## config.mk

```make
export PLATFORM = sky130hd
export DESIGN_NAME = cenc_dual_k
export DESIGN_NICKNAME = d
export VERILOG_FILES = /design/src/rtl/cenc_pkg.sv /design/src/rtl/cenc_history.sv /design/src/rtl/cenc_symgen.sv /design/src/rtl/cenc_outstage.sv /design/src/rtl/cenc_dual_k.sv
export SDC_FILE = /design/constraint.sdc
export NUM_CORES = 1
export LEC_CHECK = 0
export BUFFER_PORTS_ARGS = -buffer_cell sky130_fd_sc_hd__clkbuf_2
export CAP_MARGIN = 15
export CORE_AREA = 3 3 40 42
export CTS_BUF_LIST = sky130_fd_sc_hd__clkbuf_8
export CTS_CLUSTER_SIZE = 12
export DETAILED_ROUTE_END_ITERATION = 10
export DIE_AREA = 0 0 43 45
export PLACE_DENSITY = 0.69
export SETUP_SLACK_MARGIN = 0.02
export SLEW_MARGIN = 25
export SYNTH_ARGS = -nofsm -noshare
export SYNTH_HDL_FRONTEND = slang
export SYNTH_SLANG_ARGS = --single-unit
export TNS_END_PERCENT = 5
```

## constraint.sdc

```tcl
create_clock -name clk -period 2 [get_ports clk]
set_clock_uncertainty 0.05 [all_clocks]
set_input_delay 0.2 -clock clk [delete_from_list [all_inputs] [get_ports clk]]
set_output_delay 0.2 -clock clk [all_outputs]
set_load 0.02 [all_outputs]
```

## src/rtl/cenc_pkg.sv

```systemverilog
package cenc_pkg;

    typedef enum logic {
        CODE_K7 = 1'b0,
        CODE_K9 = 1'b1
    } code_len_e;

    typedef enum logic [1:0] {
        SCR_OFF    = 2'b00,
        SCR_INV_G2 = 2'b01,
        SCR_SS_A   = 2'b10,
        SCR_SS_B   = 2'b11
    } scr_mode_e;

endpackage

```

## src/rtl/cenc_history.sv

```systemverilog
module cenc_history #(
    parameter int HIST_W = 9
) (
    input  logic              clk,
    input  logic              rst_n,
    input  logic              step,
    input  logic              bit_in,
    input  logic              diff_on,
    output logic [HIST_W-1:0] hist
);
    // The newest history bit doubles as the differential memory
    logic coded;
    assign coded = bit_in ^ (diff_on & hist[0]);

    always_ff @(posedge clk or negedge rst_n) begin
        if (!rst_n) begin
            hist <= '0;
        end else if (step) begin
            hist <= {hist[HIST_W-2:0], coded};
        end
    end

    AST_HIST_SHIFT: assert property (@(posedge clk) disable iff (!rst_n)
        step |=> hist[HIST_W-1:1] == $past(hist[HIST_W-2:0]));
    AST_HIST_HOLD: assert property (@(posedge clk) disable iff (!rst_n)
        !step |=> $stable(hist));
    AST_DIFF_CODE: assert property (@(posedge clk) disable iff (!rst_n)
        (step && diff_on) |=> hist[0] == ($past(bit_in) ^ $past(hist[0])));
    AST_RAW_CODE: assert property (@(posedge clk) disable iff (!rst_n)
        (step && !diff_on) |=> hist[0] == $past(bit_in));
    AST_HIST_RESET: assert property (@(posedge clk)
        !rst_n |-> hist == '0);

endmodule

```

## src/rtl/cenc_symgen.sv

```systemverilog
module cenc_symgen
    import cenc_pkg::*;
#(
    parameter int              HIST_W  = 9,
    parameter int              K_SHORT = 7,
    parameter int              K_LONG  = 9,
    parameter logic [HIST_W-1:0] GA_SHORT = 9'o171,
    parameter logic [HIST_W-1:0] GB_SHORT = 9'o133,
    parameter logic [HIST_W-1:0] GA_LONG  = 9'o753,
    parameter logic [HIST_W-1:0] GB_LONG  = 9'o561
) (
    input  logic [HIST_W-1:0] hist,
    input  logic              k_long,
    output logic              raw_g1,
    output logic              raw_g2
);
    // Generator MSB multiplies the newest bit (history position 0)
    function automatic logic [HIST_W-1:0] tap_mask(input logic [HIST_W-1:0] gen,
                                                   input int k);
        logic [HIST_W-1:0] m;
        m = '0;
        for (int i = 0; i < HIST_W; i++) begin
            if (i < k) m[i] = gen[k-1-i];
        end
        return m;
    endfunction

    localparam int NFAM = 2;
    localparam logic [HIST_W-1:0] MASK_A [NFAM] = '{tap_mask(GA_SHORT, K_SHORT),
                                                    tap_mask(GA_LONG,  K_LONG)};
    localparam logic [HIST_W-1:0] MASK_B [NFAM] = '{tap_mask(GB_SHORT, K_SHORT),
                                                    tap_mask(GB_LONG,  K_LONG)};

    logic [NFAM-1:0] sum_a;
    logic [NFAM-1:0] sum_b;

    for (genvar f = 0; f < NFAM; f++) begin : g_family
        assign sum_a[f] = ^(hist & MASK_A[f]);
        assign sum_b[f] = ^(hist & MASK_B[f]);
    end

    always_comb begin
        unique case (code_len_e'(k_long))
            CODE_K7: begin
                raw_g1 = sum_a[0];
                raw_g2 = sum_b[0];
            end
            CODE_K9: begin
                raw_g1 = sum_a[1];
                raw_g2 = sum_b[1];
            end
            default: begin
                raw_g1 = 1'b0;
                raw_g2 = 1'b0;
            end
        endcase
    end

endmodule

```

## src/rtl/cenc_outstage.sv

```systemverilog
module cenc_outstage
    import cenc_pkg::*;
(
    input  logic       clk,
    input  logic       rst_n,
    input  logic       step,
    input  logic [1:0] scr_mode,
    input  logic       raw_g1,
    input  logic       raw_g2,
    output logic       sym_g1,
    output logic       sym_g2
);
    logic flip_g2;

    always_comb begin
        unique case (scr_mode_e'(scr_mode))
            SCR_OFF:    flip_g2 = 1'b0;
            SCR_INV_G2: flip_g2 = 1'b1;
            SCR_SS_A:   flip_g2 = 1'b0;
            SCR_SS_B:   flip_g2 = 1'b0;
            default:    flip_g2 = 1'b0;
        endcase
    end

    always_ff @(posedge clk or negedge rst_n) begin
        if (!rst_n) begin
            sym_g1 <= 1'b0;
            sym_g2 <= 1'b0;
        end else if (step) begin
            sym_g1 <= raw_g1;
            sym_g2 <= raw_g2 ^ flip_g2;
        end
    end

    AST_OUT_HOLD: assert property (@(posedge clk) disable iff (!rst_n)
        !step |=> $stable(sym_g1) && $stable(sym_g2));
    AST_G2_INVERT: assert property (@(posedge clk) disable iff (!rst_n)
        (step && scr_mode == 2'b01) |=> sym_g2 != $past(raw_g2));
    AST_G2_PASS: assert property (@(posedge clk) disable iff (!rst_n)
        (step && scr_mode != 2'b01) |=> sym_g2 == $past(raw_g2));
    AST_G1_PLAIN: assert property (@(posedge clk) disable iff (!rst_n)
        step |=> sym_g1 == $past(raw_g1));
    AST_OUT_RESET: assert property (@(posedge clk)
        !rst_n |-> !sym_g1 && !sym_g2);

endmodule

```

## src/rtl/cenc_dual_k.sv

```systemverilog
module cenc_dual_k #(
    parameter int HIST_W  = 9,
    parameter int K_SHORT = 7,
    parameter int K_LONG  = 9
) (
    input  logic       clk,
    input  logic       rst_n,
    input  logic       data_en,
    input  logic       bit_in,
    input  logic       k_long,
    input  logic       diff_on,
    input  logic [1:0] scr_mode,
    output logic       sym_g1,
    output logic       sym_g2
);
    logic [HIST_W-1:0] hist;
    logic              raw_g1;
    logic              raw_g2;

    cenc_history #(.HIST_W(HIST_W)) u_hist (
        .clk     (clk),
        .rst_n   (rst_n),
        .step    (data_en),
        .bit_in  (bit_in),
        .diff_on (diff_on),
        .hist    (hist)
    );

    cenc_symgen #(
        .HIST_W  (HIST_W),
        .K_SHORT (K_SHORT),
        .K_LONG  (K_LONG)
    ) u_sym (
        .hist   (hist),
        .k_long (k_long),
        .raw_g1 (raw_g1),
        .raw_g2 (raw_g2)
    );

    cenc_outstage u_out (
        .clk      (clk),
        .rst_n    (rst_n),
        .step     (data_en),
        .scr_mode (scr_mode),
        .raw_g1   (raw_g1),
        .raw_g2   (raw_g2),
        .sym_g1   (sym_g1),
        .sym_g2   (sym_g2)
    );

endmodule

```

* After elaboration in Yosys (flattened, before gate mapping)
Index checks and enable logic that the tools add are counted.
** Storage, ports and cells
- Memories :: 0
- Input port bits :: 8
- RAM bits :: 0
- Bits in read-only memories :: 0
- Latch bits :: 0
- Output and inout bits :: 2
- Bits in registers :: 11
- Logic and storage cells :: 19
** Operators by class
- $mul :: 0
- Shift operators :: 0
- Equal/unequal tests :: 3
- Reductions and logical operators :: 6
- Magnitude comparators :: 0
- Divide/modulo/power cells :: 0
- $add $sub $neg :: 0
- Bitwise logic cells :: 4
- Multiplexer cells :: 3
** Operator list (number)
- parity 9 bit :: 4
- one-hot mux 1 bit (2 select lines) :: 3
- equality test 2 bit, second input constant :: 2
- OR reduction 3 bit :: 1
- equality test 2 x 1 -> 1 bit, second input constant :: 1
- logical NOT 2 bit :: 1
- bitwise XOR 1 bit :: 2
- AND 1 bit :: 1
- NOT 1 bit :: 1

* Longest topological paths before layout
Gate-level depths: netlist of run 1.
- Word-level depth :: 4
- Mapped depth :: 4
- Gate-level depth less buffers :: 4

* Modules after synthesis
From an unflattened synthesis of run 1, not the netlist that was laid out.
** Unflattened totals
- Cells, all modules :: 39
- Area, all modules :: 595.6 µm²
** By module, submodules not included
- cenc_history :: area an instance 386.6 µm², instances 1, sequential area each 225.2 µm², cells an instance 22
- cenc_symgen :: area an instance 110.1 µm², instances 1, sequential area each 0.0 µm², cells an instance 9
- cenc_outstage :: area an instance 98.8 µm², instances 1, sequential area each 50.0 µm², cells an instance 8

* Worst setup path after synthesis of run 1
No wires, ideal clock.
- Path kind :: register to register
- Start :: reg u_hist.hist[0]
- End :: reg u_out.sym_g2
- Buffers on the path :: 0
- Stages on the path, launching flop included :: 5
- Library setup time :: 0.125 ns
- Arrival :: 1.314 ns
- Clock period less this slack :: 1.489 ns
- Required time :: 1.825 ns
- Setup slack :: 0.511 ns
- Cell sequence :: dfrtp_1 > xnor3_2 > xnor2_2 > xnor2_1 > mux2_4
** Between the ends
- Word-level cells in the longest chain between the ends :: 3
- Elaborated cells between the ends (all ways) :: 4
- Classes of those cells :: mux (1); bitwise (1); reduce/logical (2)
** RTL lines
- from (decl) :: RTL line cenc_history.sv:9 : output logic [HIST_W-1:0] hist
- from (signal assigned) :: RTL line cenc_history.sv:19 : hist <= {hist[HIST_W-2:0], coded};
- parity 9 bit :: RTL line cenc_symgen.sv:39 : assign sum_b[f] = ^(hist & MASK_B[f]);
- one-hot mux 1 bit (2 select lines) (*) :: RTL line cenc_symgen.sv:43 : unique case (code_len_e'(k_long))
- bitwise XOR 1 bit (*) :: RTL line cenc_outstage.sv:31 : sym_g2 <= raw_g2 ^ flip_g2;
- to (signal assigned) :: RTL line cenc_outstage.sv:31
- to (decl) :: RTL line cenc_outstage.sv:11 : output logic sym_g2
Every way passes the cells marked *; elsewhere a longest branch is shown, timed or not.
A chain may end at the register's enable or synchronous reset.

* Worst setup path in the final report of run 1
Ends and elaborated chain as after synthesis.

==> impl_metrics.json, run 1 <==
{
  "die_w_um": 43,
  "grtUsageTotal_pct": 10.1,
  "ys_top_cells_by_area": "dfrtp_1, mux2_2, xor2_1, xnor3_2, xor3_1",
  "placed_area_um2": 609,
  "use_met1_pct": 11.6,
  "crit_fanout": 4,
  "die-height_um": 45,
  "ys_top_cells_by_count": "dfrtp_1, mux2_2, a21oi_1, xor2_1",
  "fillCellCount": 116,
  "fin_cells": 66,
  "vias": 324,
  "cap_violations": 0,
  "port-buffer-count": 9,
  "rsz0062_at_grt": "no",
  "slowest_stage": "xnor3_2",
  "period_needed_ns": 1.55,
  "grt_max_degree": 14,
  "synth_edf_count": 0,
  "required_ns": 2.07,
  "remaining_drc_errors": 0,
  "ys_ff_latch": 11,
  "fin_ws_ns": 0.449,
  "whs_ns": 0.231,
  "rows": 13,
  "io_pins": 10,
  "grt_antenna_before_repair": 0,
  "cpPeakStageDelay_ns": 0.48,
  "worstPathCellList": "xnor3_2, xnor2_2, xnor2_1, mux2_4",
  "syn_inst": 38,
  "grt_first_pass_wirelength_um": 1360,
  "synth.avg_cell_area_um2": 14.5,
  "met3_usage_pct": 7.57,
  "p_total_mw": 1.01,
  "postLayoutCoreUtil_pct": 51.8,
  "grt_util_met2_pct": 15.3,
  "p_leak_nw": 0.314,
  "cts_buffer_depth": 2,
  "tightest_slew_ns": 0.297,
  "dr.pass1.iters": 2,
  "cts_htree_levels": 1,
  "crit_arrival_ns": 1.62,
  "wire_per_inst_um": 11.7,
  "fin_area_um2": 666,
  "pre_cts_ws_ns": 0.447,
  "cts_tree": "done",
  "gp_congestion": 0.698,
  "drtIter0Drc": 3,
  "startpoint_type": "flip-flop",
  "yosysTopAreaCellShare_pct": 50.1,
  "yosysUniqueCellTypes": 15,
  "worstSetupPathType": "flip-flop to flip-flop",
  "cts_sinks": 11,
  "gr-total-overflow": 0,
  "grt_busiest_layer": "met2",
  "vias_per_cell": 4.91,
  "tns_ns": 0,
  "yosysTopAreaCell": "dfrtp_1",
  "clockRootBuffer": "clkbuf_8",
  "regArea_um2": 275,
  "dp_cells": 61,
  "ys_seq_area_share_pct": 50.1,
  "yosysMostFrequentCell": "dfrtp_1",
  "core_area_um2": 1280,
  "drive_gt1_share_pct": 49.0,
  "ir_worst_vdd_v": 0.000904,
  "multi_input_area_um2": 270,
  "dieArea_um2": 1940,
  "n_antenna_cell": 0,
  "yosys_most_used_dff": "dfrtp_1",
  "fin_crit_sh_pct": 77.6,
  "ant_nets": 0,
  "slew_headroom_pct": 80.2,
  "p_per_area_nw_per_um2": 1520,
  "finalSetupViolCount": 0,
  "grt_pass1_vias": 316,
  "layout.nets": 60,
  "cts.clk_slew.worst_paths_ns": 0.05,
  "cts_inserted_buffers": 3,
  "wl_um": 775,
  "syn_nets": 46,
  "fmax_mhz": 645,
  "syn2layout_area_growth_pct": 21.2,
  "start_util_pct": 42.7,
  "clock_latency_ns": 0.24,
  "ys_async_sr_fraction_pct": 100,
  "status": "finished clean",
  "worst_setup_path_end_kind": "flip-flop",
  "hpwl_um": 607,
  "worstHoldPathType": "primary input to flip-flop",
  "netlist_area_um2": 549,
  "postCtsSetupBuffers": 0,
  "ys.warnings.count": 0,
  "finalMaxSlewViolations": 0,
  "report.final.hold_viol_count": 0
}
flip-flops by register name (all words and copies together), names as in the netlist:
| signal | cells |
|---|---|
| u_hist.hist | 9 |
| u_out.sym_g1 | 1 |
| u_out.sym_g2 | 1 |
cell type report:
| class | instances | area share (%) |
|---|---|---|
| sequential | 11 | 41.4 |
| clock buffer | 3 | 6.20 |
| clock inverter | 1 | 0.752 |
| timing repair buffer | 10 | 8.27 |
| multi-input combinational | 26 | 40.6 |
| tap | 15 | 2.82 |
metal layers:
metal	wire length (um)	vias up	part of all wire [%]
met5	0	-	0
met4	0	0	0
met3	78	0	10
met2	345	12	45
met1	351	155	45
li1	-	157	-
critical path, delay by kind of cell, from the launching register on:
| family | cells | cell delay, ns |
|---|---|---|
| xor gates and xnor gates | 3 | 0.75 |
| muxes | 1 | 0.25 |
| DFF | 1 | 0.38 |
what timing repair did:
| action | 4_1_cts | 5_1_grt |
|---|---|---|
| setup endpoints to repair | 0 | 0 |
| hold buffers | 1 | 0 |
| resized for setup | 0 | 0 |
| hold endpoints to repair | 11 | 0 |
final timing paths:
| path | slack [ns] | cells after the start | start | to |
|---|---|---|---|---|
| hold reg to reg | 0.46 | 1 | u_out.sym_g2$_DFFE_PN0P_ | u_out.sym_g2$_DFFE_PN0P_ |
| setup reg to reg | 0.45 | 4 | u_hist.hist[0]$_DFFE_PN0P_ | u_out.sym_g2$_DFFE_PN0P_ |
| min in group asynchronous | 0.32 | 2 | rst_n | u_hist.hist[5]$_DFFE_PN0P_ |
| hold / removal | 0.23 | 3 | bit_in | u_hist.hist[0]$_DFFE_PN0P_ |
| setup / recovery | 0.45 | 4 | u_hist.hist[0]$_DFFE_PN0P_ | u_out.sym_g2$_DFFE_PN0P_ |
| max in group asynchronous | 1.37 | 2 | rst_n | u_hist.hist[7]$_DFFE_PN0P_ |
where the power goes:
part | switching (mW) | internal (mW)
registers | 0.0732 | 0.309
logic | 0.150 | 0.263
clock network | 0.0820 | 0.137
logic make-up (layout without fill, tap and decap cells):
logic type	count (synthesis)	count (layout)	share of synthesized area [%]
AOI/OAI and AO/OA	4	4	3.64
xor gates and xnor gates	8	8	19.6
buffers and inverters	1	14	0.683
DFF	11	11	50.1
muxes	11	11	22.8
and+or+nand+nor	3	3	3.19
cell usage in the layout, fill, tap and decap left out, drive strengths merged:
master,n
a21oi,3
and2b,1
clkbuf,12
clkinv,1
dfrtp,11
dlygate4sd3,1
mux2,9
mux2i,2
nand3,1
nor2,1
o21ai,1
xnor2,3
xnor3,1
xor2,3
xor3,1
(Power assumes the default switching activity.)
==> run 2, diff against run 1 <==
- PLACE_DENSITY: 0.69 -> 0.71
- clock period: 2 -> 1.3 ns (I/O delays scaled with it)
==> run 2 against run 1 <==
Compared with the run above: the run now ends with negative setup slack left; non-clock buffer count is 6 higher; fmax is 3.3% higher; die area stayed put; sequential power is 52% higher; critical path type unchanged; global-route usage is 2.2 points higher; critical endpoint unchanged; first-iteration DRC count is 33% lower.
==> impl_metrics.json, run 2 (same netlist as run 1, synthesis figures left out) <==
{
  "fin_crit_sh_pct": 116,
  "cts_sinks": 11,
  "grtUsageTotal_pct": 12.3,
  "wire_per_inst_um": 13.7,
  "die_w_um": 43,
  "dieArea_um2": 1940,
  "rsz0062_at_grt": "yes",
  "p_per_area_nw_per_um2": 2340,
  "ir_worst_vdd_v": 0.000825,
  "worstSetupPathType": "flip-flop to flip-flop",
  "slowest_stage": "xnor3_2",
  "vias": 345,
  "cts_buffer_depth": 2,
  "worstHoldPathType": "primary input to flip-flop",
  "final_cell_mix": "dfrtp_1, clkbuf_2, mux2_2",
  "status": "finished, violations left",
  "fin_cells": 72,
  "fmax_mhz": 666,
  "cts_htree_levels": 1,
  "remaining_drc_errors": 0,
  "startpoint_type": "flip-flop",
  "finalSetupViolCount": 2,
  "finalMaxSlewViolations": 0,
  "worstPathCellList": "xnor3_2, xnor2_2, xnor2_1, mux2_4",
  "port-buffer-count": 9,
  "io_pins": 10,
  "cap_violations": 0,
  "clockRootBuffer": "clkbuf_8",
  "pre_cts_ws_ns": -0.218,
  "largest_reg_flops": 9,
  "worst_setup_path_end_kind": "flip-flop",
  "n_antenna_cell": 0,
  "rows": 13,
  "required_ns": 1.37,
  "gp_congestion": 0.642,
  "gr-total-overflow": 0,
  "whs_ns": 0.147,
  "ant_nets": 0,
  "final_common_cell": "dfrtp_1",
  "clock_latency_ns": 0.23,
  "largest_register": "u_hist.hist",
  "crit_arrival_ns": 1.57,
  "tightest_slew_ns": 0.314,
  "die-height_um": 45,
  "period_needed_ns": 1.50,
  "grt_max_degree": 14,
  "reg_top3": "u_hist.hist (9), u_out.sym_g1 (1), u_out.sym_g2 (1)",
  "cts_inserted_buffers": 3,
  "postLayoutCoreUtil_pct": 55.2,
  "cts_tree": "done",
  "core_area_um2": 1280,
  "wl_um": 987,
  "grt_pass1_vias": 388,
  "drive_gt1_share_pct": 52.6,
  "drtIter0Drc": 2,
  "vias_per_cell": 4.79,
  "cts.clk_slew.worst_paths_ns": 0.05,
  "grt_antenna_before_repair": 0,
  "slew_headroom_pct": 79.1,
  "syn2layout_area_growth_pct": 29.2,
  "cpPeakStageDelay_ns": 0.46,
  "report.final.hold_viol_count": 0,
  "crit_fanout": 2,
  "dp_cells": 67,
  "dr.pass1.iters": 2,
  "p_leak_nw": 0.345,
  "violations": "negative setup slack",
  "layout.nets": 66,
  "start_util_pct": 42.7,
  "grt_first_pass_wirelength_um": 1650,
  "fin_ws_ns": -0.203
}
[run 2: changes by cell type in the layout (fill, tap and decap cells not counted)]
cell,before,now
buf_4,0,6
clkinv_2,1,0
inv_1,0,1
[run 2: final cells by class]
cell class / instances / area [um^2]
Sequential cell: 11 / 275
Multi-Input combinational cell: 26 / 270
Clock inverter: 1 / 3.75
Tap cell: 15 / 18.8
Clock buffer: 3 / 41.3
Timing Repair Buffer: 16 / 100
Fill cell: 105 / 576
[run 2: path summary, 6_finish.rpt]
path | cells past startpoint | from | endpoint | slack, ns
min in group asynchronous | 2 | rst_n | u_out.sym_g2$_DFFE_PN0P_ | 0.26
worst min-delay path | 3 | bit_in | u_hist.hist[0]$_DFFE_PN0P_ | 0.15
worst max-delay path | 4 | u_hist.hist[0]$_DFFE_PN0P_ | u_out.sym_g2$_DFFE_PN0P_ | -0.20
worst max register to register | 4 | u_hist.hist[0]$_DFFE_PN0P_ | u_out.sym_g2$_DFFE_PN0P_ | -0.20
max in group asynchronous | 2 | rst_n | u_hist.hist[3]$_DFFE_PN0P_ | 0.72
worst min register to register | 1 | u_out.sym_g2$_DFFE_PN0P_ | u_out.sym_g2$_DFFE_PN0P_ | 0.48
[run 2: through the flow]
stage,setup TNS (ns),instance area [um^2],total power [mW]
2_1_floorplan,-0.207,549,1.12
3_3_place_gp,-0.287,654,1.31
3_5_place_dp,-0.328,654,1.36
4_1_cts,-0.322,709,1.69
5_1_grt,-0.381,709,1.77
6_report,-0.300,709,1.66
[run 2: metal layers]
metal	routed length (um)	track usage (%)	vias up
met1	364	11.6	164
li1	-	-	170
met3	46	4.78	2
met4	8	5.42	0
met2	567	23.4	9
met5	0	0	-
[run 2: timing repair]
item	CTS	global route
hold buffers	1	0
gates resized for setup	0	0
setup buffers	0	0
endpoints found under the setup margin	2	2
pin swaps	1	0
hold endpoints to repair	11	0
[run 2: critical path: cells and delay by family (launching register included)]
family	cells	cell delay, ns
mux	1	0.26
xor+xnor	3	0.73
flops	1	0.35
[run 2: report_power, final]
part | leakage [nW] | switching [mW] | internal (mW)
clock network | 0.0269 | 0.116 | 0.206
logic | 0.190 | 0.284 | 0.476
registers | 0.127 | 0.104 | 0.475
